## src/rtl/xg_pkg.sv

```systemverilog
package xg_pkg;
  typedef enum logic [1:0] {
    SEL_FIRST = 2'd0,
    SEL_LAST  = 2'd1,
    SEL_CTRL  = 2'd2,
    SEL_NONE  = 2'd3
  } cfg_sel_e;

  localparam int unsigned CTRL_EN_BIT = 0;
endpackage

```

## src/rtl/xg_range_regs.sv

```systemverilog
module xg_range_regs #(
  parameter int unsigned ADDR_W = 32,
  parameter int unsigned DATA_W = 32
) (
  input  logic              clk,
  input  logic              rst,
  input  logic              we,
  input  logic [1:0]        sel,
  input  logic [DATA_W-1:0] wdata,
  output logic [ADDR_W-1:0] first_q,
  output logic [ADDR_W-1:0] last_q,
  output logic              en_q
);
  import xg_pkg::*;

  cfg_sel_e sel_e;
  assign sel_e = cfg_sel_e'(sel);

  always_ff @(posedge clk) begin
    if (rst) begin
      first_q <= '0;
      last_q  <= '0;
      en_q    <= 1'b0;
    end else if (we) begin
      unique case (sel_e)
        SEL_FIRST: if (!en_q) first_q <= wdata[ADDR_W-1:0];
        SEL_LAST:  if (!en_q) last_q  <= wdata[ADDR_W-1:0];
        SEL_CTRL:  if (wdata[CTRL_EN_BIT]) en_q <= 1'b1;
        default:   ;
      endcase
    end
  end
endmodule

```

## src/rtl/xg_region_check.sv

```systemverilog
module xg_region_check #(
  parameter int unsigned ADDR_W      = 32,
  parameter logic [31:0] FWRAM_BASE  = 32'hD000_0000,
  parameter int unsigned FWRAM_BYTES = 2048
) (
  input  logic [ADDR_W-1:0] addr,
  input  logic              instr,
  input  logic              en,
  input  logic [ADDR_W-1:0] first,
  input  logic [ADDR_W-1:0] last,
  output logic              block
);
  localparam logic [ADDR_W-1:0] FW_LO = FWRAM_BASE[ADDR_W-1:0];
  localparam logic [ADDR_W-1:0] FW_HI = FW_LO + ADDR_W'(FWRAM_BYTES - 1);
  localparam bit POW2 = (FWRAM_BYTES & (FWRAM_BYTES - 1)) == 0;

  logic fw_hit;
  logic app_hit;

  generate
    if (POW2) begin : g_mask
      localparam logic [ADDR_W-1:0] MASK = ~ADDR_W'(FWRAM_BYTES - 1);
      assign fw_hit = (addr & MASK) == (FW_LO & MASK);
    end else begin : g_cmp
      assign fw_hit = (addr >= FW_LO) && (addr <= FW_HI);
    end
  endgenerate

  assign app_hit = en && (addr >= first) && (addr <= last);
  assign block   = instr && (fw_hit || app_hit);
endmodule

```

## src/rtl/xg_substitute.sv

```systemverilog
module xg_substitute #(
  parameter int unsigned DATA_W  = 32,
  parameter logic [31:0] ILLEGAL = 32'h0000_0000
) (
  input  logic              clk,
  input  logic              rst,
  input  logic              valid,
  input  logic              block,
  input  logic [DATA_W-1:0] rdata,
  output logic              out_valid,
  output logic [DATA_W-1:0] out_rdata
);
  always_ff @(posedge clk) begin
    if (rst) begin
      out_valid <= 1'b0;
      out_rdata <= '0;
    end else begin
      out_valid <= valid;
      if (valid) out_rdata <= block ? ILLEGAL[DATA_W-1:0] : rdata;
    end
  end
endmodule

```

## src/rtl/fetch_guard.sv

```systemverilog
module fetch_guard #(
  parameter int unsigned ADDR_W      = 32,
  parameter int unsigned DATA_W      = 32,
  parameter logic [31:0] FWRAM_BASE  = 32'hD000_0000,
  parameter int unsigned FWRAM_BYTES = 2048,
  parameter logic [31:0] ILLEGAL     = 32'h0000_0000
) (
  input  logic              clk,
  input  logic              rst,
  input  logic              cfg_we,
  input  logic [1:0]        cfg_sel,
  input  logic [DATA_W-1:0] cfg_wdata,
  input  logic              acc_valid,
  input  logic              acc_instr,
  input  logic [ADDR_W-1:0] acc_addr,
  input  logic [DATA_W-1:0] acc_rdata,
  output logic              out_valid,
  output logic [DATA_W-1:0] out_rdata
);
  logic [ADDR_W-1:0] win_first;
  logic [ADDR_W-1:0] win_last;
  logic              win_en;
  logic              block;

  xg_range_regs #(.ADDR_W(ADDR_W), .DATA_W(DATA_W)) u_regs (
    .clk(clk), .rst(rst), .we(cfg_we), .sel(cfg_sel), .wdata(cfg_wdata),
    .first_q(win_first), .last_q(win_last), .en_q(win_en)
  );

  xg_region_check #(
    .ADDR_W(ADDR_W), .FWRAM_BASE(FWRAM_BASE), .FWRAM_BYTES(FWRAM_BYTES)
  ) u_check (
    .addr(acc_addr), .instr(acc_instr), .en(win_en),
    .first(win_first), .last(win_last), .block(block)
  );

  xg_substitute #(.DATA_W(DATA_W), .ILLEGAL(ILLEGAL)) u_sub (
    .clk(clk), .rst(rst), .valid(acc_valid), .block(block),
    .rdata(acc_rdata), .out_valid(out_valid), .out_rdata(out_rdata)
  );
endmodule

```

## config.mk

```make
export PLATFORM = sky130hd
export DESIGN_NAME = fetch_guard
export DESIGN_NICKNAME = d
export VERILOG_FILES = /design/src/rtl/xg_pkg.sv /design/src/rtl/xg_range_regs.sv /design/src/rtl/xg_region_check.sv /design/src/rtl/xg_substitute.sv /design/src/rtl/fetch_guard.sv
export SDC_FILE = /design/constraint.sdc
export NUM_CORES = 1
export LEC_CHECK = 0
export ABC_AREA = 1
export ABC_CLOCK_PERIOD_IN_PS = 3300
export BUFFER_PORTS_ARGS = -buffer_cell sky130_fd_sc_hd__clkbuf_2
export CORE_UTILIZATION = 58
export DETAILED_ROUTE_END_ITERATION = 7
export PLACE_DENSITY = 0.86
export SETUP_SLACK_MARGIN = 0.2
export SKIP_CTS_REPAIR_TIMING = 1
export SYNTH_ARGS = -nofsm -noshare
export SYNTH_HDL_FRONTEND = slang
export SYNTH_SLANG_ARGS = --single-unit
```

## constraint.sdc

```tcl
create_clock -name clk -period 3.3 [get_ports clk]
set_clock_uncertainty 0.05 [all_clocks]
set_input_delay 0.33 -clock clk [delete_from_list [all_inputs] [get_ports clk]]
set_output_delay 0.33 -clock clk [all_outputs]
set_load 0.01 [all_outputs]
```

Word-level counts from Yosys, hierarchy flattened
Index checks and enable logic that the tools add are counted.
{"block": "op_classes", "addsub": 0, "mul": 0, "div_mod_pow": 0, "order_cmp": 2, "eq_ne": 3, "shifts": 0, "muxes": 1, "n_bitwise": 1, "reduce_logical": 8}
{"operator": "greater-or-equal comparator 32 bit", "count": 1}
{"operator": "<= comparator 32 bit", "count": 1}
{"operator": "two-way mux 32 bit", "count": 1}
{"operator": "equality test 21 bit (second input constant)", "count": 1}
{"operator": "AND reduction 3 bit", "count": 3}
{"operator": "logical AND 1 bit", "count": 3}
{"operator": "equality test 2 x 1 -> 1 bit (second input constant)", "count": 1}
{"operator": "equality test 2 bit (second input constant)", "count": 1}
{"operator": "zero test 2 bit", "count": 1}
{"operator": "logical OR 1 bit", "count": 1}
{"operator": "inverter 1 bit", "count": 1}
{"block": "totals", "regBits": 98, "latchBits": 0, "mem_bits_rw": 0, "mem_bits_ro": 0, "input_bits": 103, "out_inout_bits": 33, "wordCells": 20, "n_memories": 0}

Logic depth before layout (Yosys ltp)
{"block": "logic_depth", "word_depth": 6, "ltp_mapped": 19, "mapped_depth_nobuf": 18}

Cells and area by module
From an unflattened synthesis, not the netlist that was laid out.
{"block": "unflattened", "cells_unflattened": 827, "hier_area_um2": 5833.1}
{"module": "xg_range_regs", "instances": 1, "cells_per_inst": 394, "area_each_um2": 2725.1, "seq_area_each_um2": 1301.2}
{"module": "xg_region_check", "instances": 1, "cells_per_inst": 287, "area_each_um2": 1789.2, "seq_area_each_um2": 0.0}
{"module": "xg_substitute", "instances": 1, "cells_per_inst": 146, "area_each_um2": 1318.8, "seq_area_each_um2": 660.6}

Worst setup path before layout
OpenSTA, ideal clock, no wires.
{"block": "synth_timing", "path_kind": "input port to flip-flop", "startpoint": "input acc_addr[31]", "endpoint": "register u_sub.out_rdata[1]", "setup_ps": 131, "arrival_time_ps": 1623, "required_time_ps": 3119, "setup_slack_ps": 1496, "stages": 13, "n_path_buf": 1, "cell_sequence": "ha_1 -> nand2_1 -> nor2_2 -> nand4_1 -> nor3_2 -> nand4_1 -> nand2_1 -> nand2_1 -> nand2_2 -> nand2_4 -> buf_8 -> nand2_1 -> a21oi_2"}
{"block": "synth_between", "elab_chain_len": 6, "elab_cells_between_ends": 8, "classes_between": "order compare: 2; eq/ne: 1; mux: 1; reduce/logical: 4"}
{"item": "from (decl)", "line_no": "fetch_guard.sv:15", "text": "input logic [ADDR_W-1:0] acc_addr,"}
{"item": "greater-or-equal comparator 32 bit", "line_no": "xg_region_check.sv:29", "text": "assign app_hit = en && (addr >= first) && (addr <= last);"}
{"item": "logical AND 1 bit (2 in series)", "line_no": "xg_region_check.sv:29"}
{"item": "logical OR 1 bit *", "line_no": "xg_region_check.sv:30", "text": "assign block = instr && (fw_hit || app_hit);"}
{"item": "logical AND 1 bit *", "line_no": "xg_region_check.sv:30"}
{"item": "two-way mux 32 bit *", "line_no": "xg_substitute.sv:19", "text": "if (valid) out_rdata <= block ? ILLEGAL[DATA_W-1:0] : rdata;"}
{"item": "to (signal assigned)", "line_no": "xg_substitute.sv:19"}
{"item": "to (decl)", "line_no": "xg_substitute.sv:11", "text": "output logic [DATA_W-1:0] out_rdata"}
Every way passes the cells marked *; elsewhere a longest branch is shown, timed or not.
A chain may end at the register's enable or synchronous reset.

Worst setup path after layout
{"block": "layout_timing", "startpoint": "register u_regs.last_q[31]", "endpoint": "register u_sub.out_rdata[17]"}
{"block": "layout_between", "elab_chain_len": 5}
{"item": "from (decl)", "line_no": "xg_range_regs.sv:11", "text": "output logic [ADDR_W-1:0] last_q,"}
{"item": "from (signal assigned)", "line_no": "xg_range_regs.sv:27", "text": "SEL_LAST: if (!en_q) last_q <= wdata[ADDR_W-1:0];"}
{"item": "<= comparator 32 bit", "line_no": "xg_region_check.sv:29"}
{"item": "logical AND 1 bit", "line_no": "xg_region_check.sv:29"}
{"item": "logical OR 1 bit", "line_no": "xg_region_check.sv:30"}
{"item": "logical AND 1 bit", "line_no": "xg_region_check.sv:30"}
{"item": "two-way mux 32 bit", "line_no": "xg_substitute.sv:19"}
Every way passes these cells.

==> results list <==
- Power spread over the standard cell area amounts to 405 nW/µm².
* Primary flip-flop cell chosen by synthesis mapping: dfxtp_1
- R2r startpoint: u_regs.last_q[31]
* H-tree levels: 3
- Worst Hold Class: primary input to flip-flop
- Peak supply drop: 0.189 mV
- Top layer in use: met4
- Slew HR: 29.3%
- CTS Sinks: 98
* Met1 WL: 5.33 mm
- At the end of routability-driven placement, the weighted congestion stood at 0.909.
- Synthesized area per cell: 7.40 µm²
* Count of buffers inserted at the top-level ports: 135
- In this run the critical register-to-register path is captured at u_sub.out_rdata[17].
- Per-cell via count in the routed design: 5.35
- TritonCTS built the clock tree.
- The final layout contains routed wiring with a total length of 12.7 mm.
* Standby leakage power: 3.04 nW
- Fill cells in the final layout number 699.
- The die is 97.5 µm tall.
- Status: completed
* # rows: 34
* Maximum clock frequency: 438 MHz
* EDFF count, synth: 0
- Number of diodes: 0
* Unrepaired setup endpoints after global routing: false
- The net count of the finished layout is 996.
- At the pin with the least slew margin, the transition time is 1.06 ns.
* CORE AREA: 8760 µm²
- Total global routing overflow: 0
- Final core occ: 70.1%
- Arrival time reported for the critical path endpoint: 2.54 ns
* Peak fanout along the critical path: 32
- DRC violations left: 0
* Part of the Yosys area used for sequential elements: 37.1%
- Global routing used 26.6% of the available tracks across all layers.
* Kind of capture point of the worst setup path: flip-flop
- Number of buffers on the longest clock path: 2
- Number of buffers created by CTS: 9
* Max_cap viols: 0
- Mapped cell area: 5290 µm²
- Setup violations remaining at the end of the flow were counted as 0.
* Clock Tree Root: clkbuf_8
- Antenna violations before repair: 0
- Wire length of the first global-routing pass: 20.9 mm
* Effective utilization at floorplan: 60.4%
- The number of nets in the synthesized netlist is 882.
* Pin count of the biggest net entering global routing: 64
* Fraction of final layout cells sized beyond drive strength 1: 19.2%
- After detailed routing, the met3 layer carries 624 µm of wire.
* Register-to-Register Path Depth: 14
* Post-CTS clock slew at the launch and capture registers of the worst setup and hold paths: 0.11 ns
* Number of unique standard cell types used by synthesis: 23
* HPWL after detailed placement: 9.42 mm
- In the final layout, the multi-input gates occupy 2740 µm².
- Pins Over Slew Limit: 0
- Adding up every negative setup slack in the final design gives 0 ns.
* Vias: 5038
- From left edge to right edge, the die measures 97.5 µm.
- Yosys Warn Count: 0
- Period minus WS final: 2.28 ns
* Num ports: 136
- Router iterations before antenna repair: 4
- Clock latency on the worst-skew pair, taken at its later pin, is 0.37 ns.
- Crit Path Category: flip-flop to flip-flop
- After layout, the worst path uses 69.2% of the clock period.
- The count of nets left with antenna violations once routing finished came out at 0.
* Layout-stage area growth over the synthesis result: 16.2%
- Setup slack on the worst reg-to-reg path comes out at 1.02 ns.
- Critical Path Source Type: flip-flop
- Total Die Area: 9510 µm²
* Area of all sequential standard cells: 1960 µm²
- Post-Synthesis Cells: 715
* Detail-routed net length per standard cell: 13.4 µm
* Iteration-0 DRC count of the detailed router: 173
- Final hold viol count: 0
* Timing endpoint of the critical path: u_sub.out_rdata[17]
* Required @ worst endpoint: 3.55 ns
- For this run, asynchronously set or reset flops after synthesis account for 0%.
* Flops & latches, synth: 98
- Via count of the first global-routing pass: 4941
* Sum of met2 wire segment lengths after detailed routing: 6.36 mm
- Startpoint of the most critical setup path: u_regs.last_q[31]
-- stage by stage --
step	cells	power [mW]	setup WS, ns	cell area, µm²	hold WS, ns
2_1_floorplan	715	1.58	1.50	5290	0.393
3_3_place_gp	926	1.73	1.04	5960	0.403
3_5_place_dp	926	1.76	0.957	5960	0.407
4_1_cts	942	2.49	1.00	6150	0.158
5_1_grt	942	2.61	0.783	6150	0.175
6_report	942	2.49	1.02	6150	0.170
-- cells in the final DEF, fill, tap and decap left out, types with 2 or more instances in the layout --
cell	instances
a211oi_1	62
a21oi_1	64
a21oi_2	2
clkbuf_2	134
clkbuf_8	9
clkinv_2	2
dfxtp_1	98
ha_1	64
inv_1	114
inv_2	2
inv_6	2
inv_8	2
nand2_1	162
nand3_1	2
nand4_1	9
nor2_1	77
nor3_1	4
nor4_1	5
o21a_1	4
o21ai_0	6
o21bai_1	2
-- cell usage after synthesis (2+ instances only) --
master	number	area share, %
o21bai_1	2	0.28
a211oi_1	62	8.8
o21ai_0	6	0.57
nand4_1	9	1.1
o21a_1	4	0.57
nand2_1	162	11
a21oi_2	2	0.33
nor3_1	4	0.38
nor2_1	77	5.5
ha_1	64	15
nand3_1	2	0.19
clkbuf_1	30	2.1
a21oi_1	64	6.1
inv_1	114	8.1
nor4_1	5	0.59
inv_2	2	0.14
buf_8	3	0.85
dfxtp_1	98	37
-- state kept, by name, summed over array words and instances (netlist names) --
| signal | cells |
|---|---|
| u_sub.out_rdata | 32 |
| u_sub.out_valid | 1 |
| u_regs.en_q | 1 |
| u_regs.first_q | 32 |
| u_regs.last_q | 32 |
-- kinds of logic (layout without fill, tap and decap cells) --
| group | after synthesis | count (layout) | synth area share [%] |
|---|---|---|---|
| AND/OR/NAND/NOR | 264 | 264 | 20.0 |
| flip-flops | 98 | 98 | 37.1 |
| buffers and inverters | 149 | 268 | 11.2 |
| AO/OA/AOI/OAI | 140 | 140 | 16.6 |
| adder cells (fa/ha/maj) | 64 | 64 | 15.1 |
-- worst min-delay path by stage --
| stage | start | to | slack (ns) | cells after the start |
|---|---|---|---|---|
| finish | cfg_wdata[18] | u_regs.first_q[18] | 0.17 | 3 |
| global route | cfg_wdata[19] | u_regs.first_q[19] | 0.18 | 3 |
| floorplan | u_regs.first_q[10] | u_regs.first_q[10] | 0.39 | 2 |
| global placement | u_regs.first_q[12] | u_regs.first_q[12] | 0.40 | 2 |
| CTS | cfg_wdata[18] | u_regs.first_q[18] | 0.16 | 3 |
| detailed placement | u_sub.out_rdata[23] | u_sub.out_rdata[23] | 0.41 | 2 |
-- final cells by class --
class | count | area share, %
Timing Repair Buffer | 136 | 11.3
Inverter | 116 | 7.08
Multi-Input combinational cell | 468 | 44.5
Sequential cell | 98 | 31.9
Clock buffer | 9 | 2.02
Clock inverter | 7 | 0.957
Tap cell | 108 | 2.20
-- where the power goes --
group	switching [mW]	internal [mW]
logic	0.275	0.194
clock network	0.462	0.290
registers	0.0239	1.25
-- per-layer routing --
| metal | vias up | track usage, % |
|---|---|---|
| li1 | 2562 | - |
| met1 | 2301 | 29.5 |
| met2 | 147 | 49.4 |
| met3 | 28 | 5.47 |
| met4 | 0 | 9.84 |
| met5 | - | 0 |
-- critical path: stages (launching register included) --
cell and delay (ns):
dfxtp_1 0.32, inv_1 0.05, ha_1 0.29, nand2_1 0.09, nor2_2 0.13, nand4_1 0.18, nor3_2 0.23, nand2_1 0.08
nand2_1 0.06, nand2_1 0.06, nand2_1 0.08, nand2_2 0.06, nand2_4 0.27, nand2_1 0.11, a21oi_1 0.15
No activity file was read; power rests on OpenSTA's default activity.
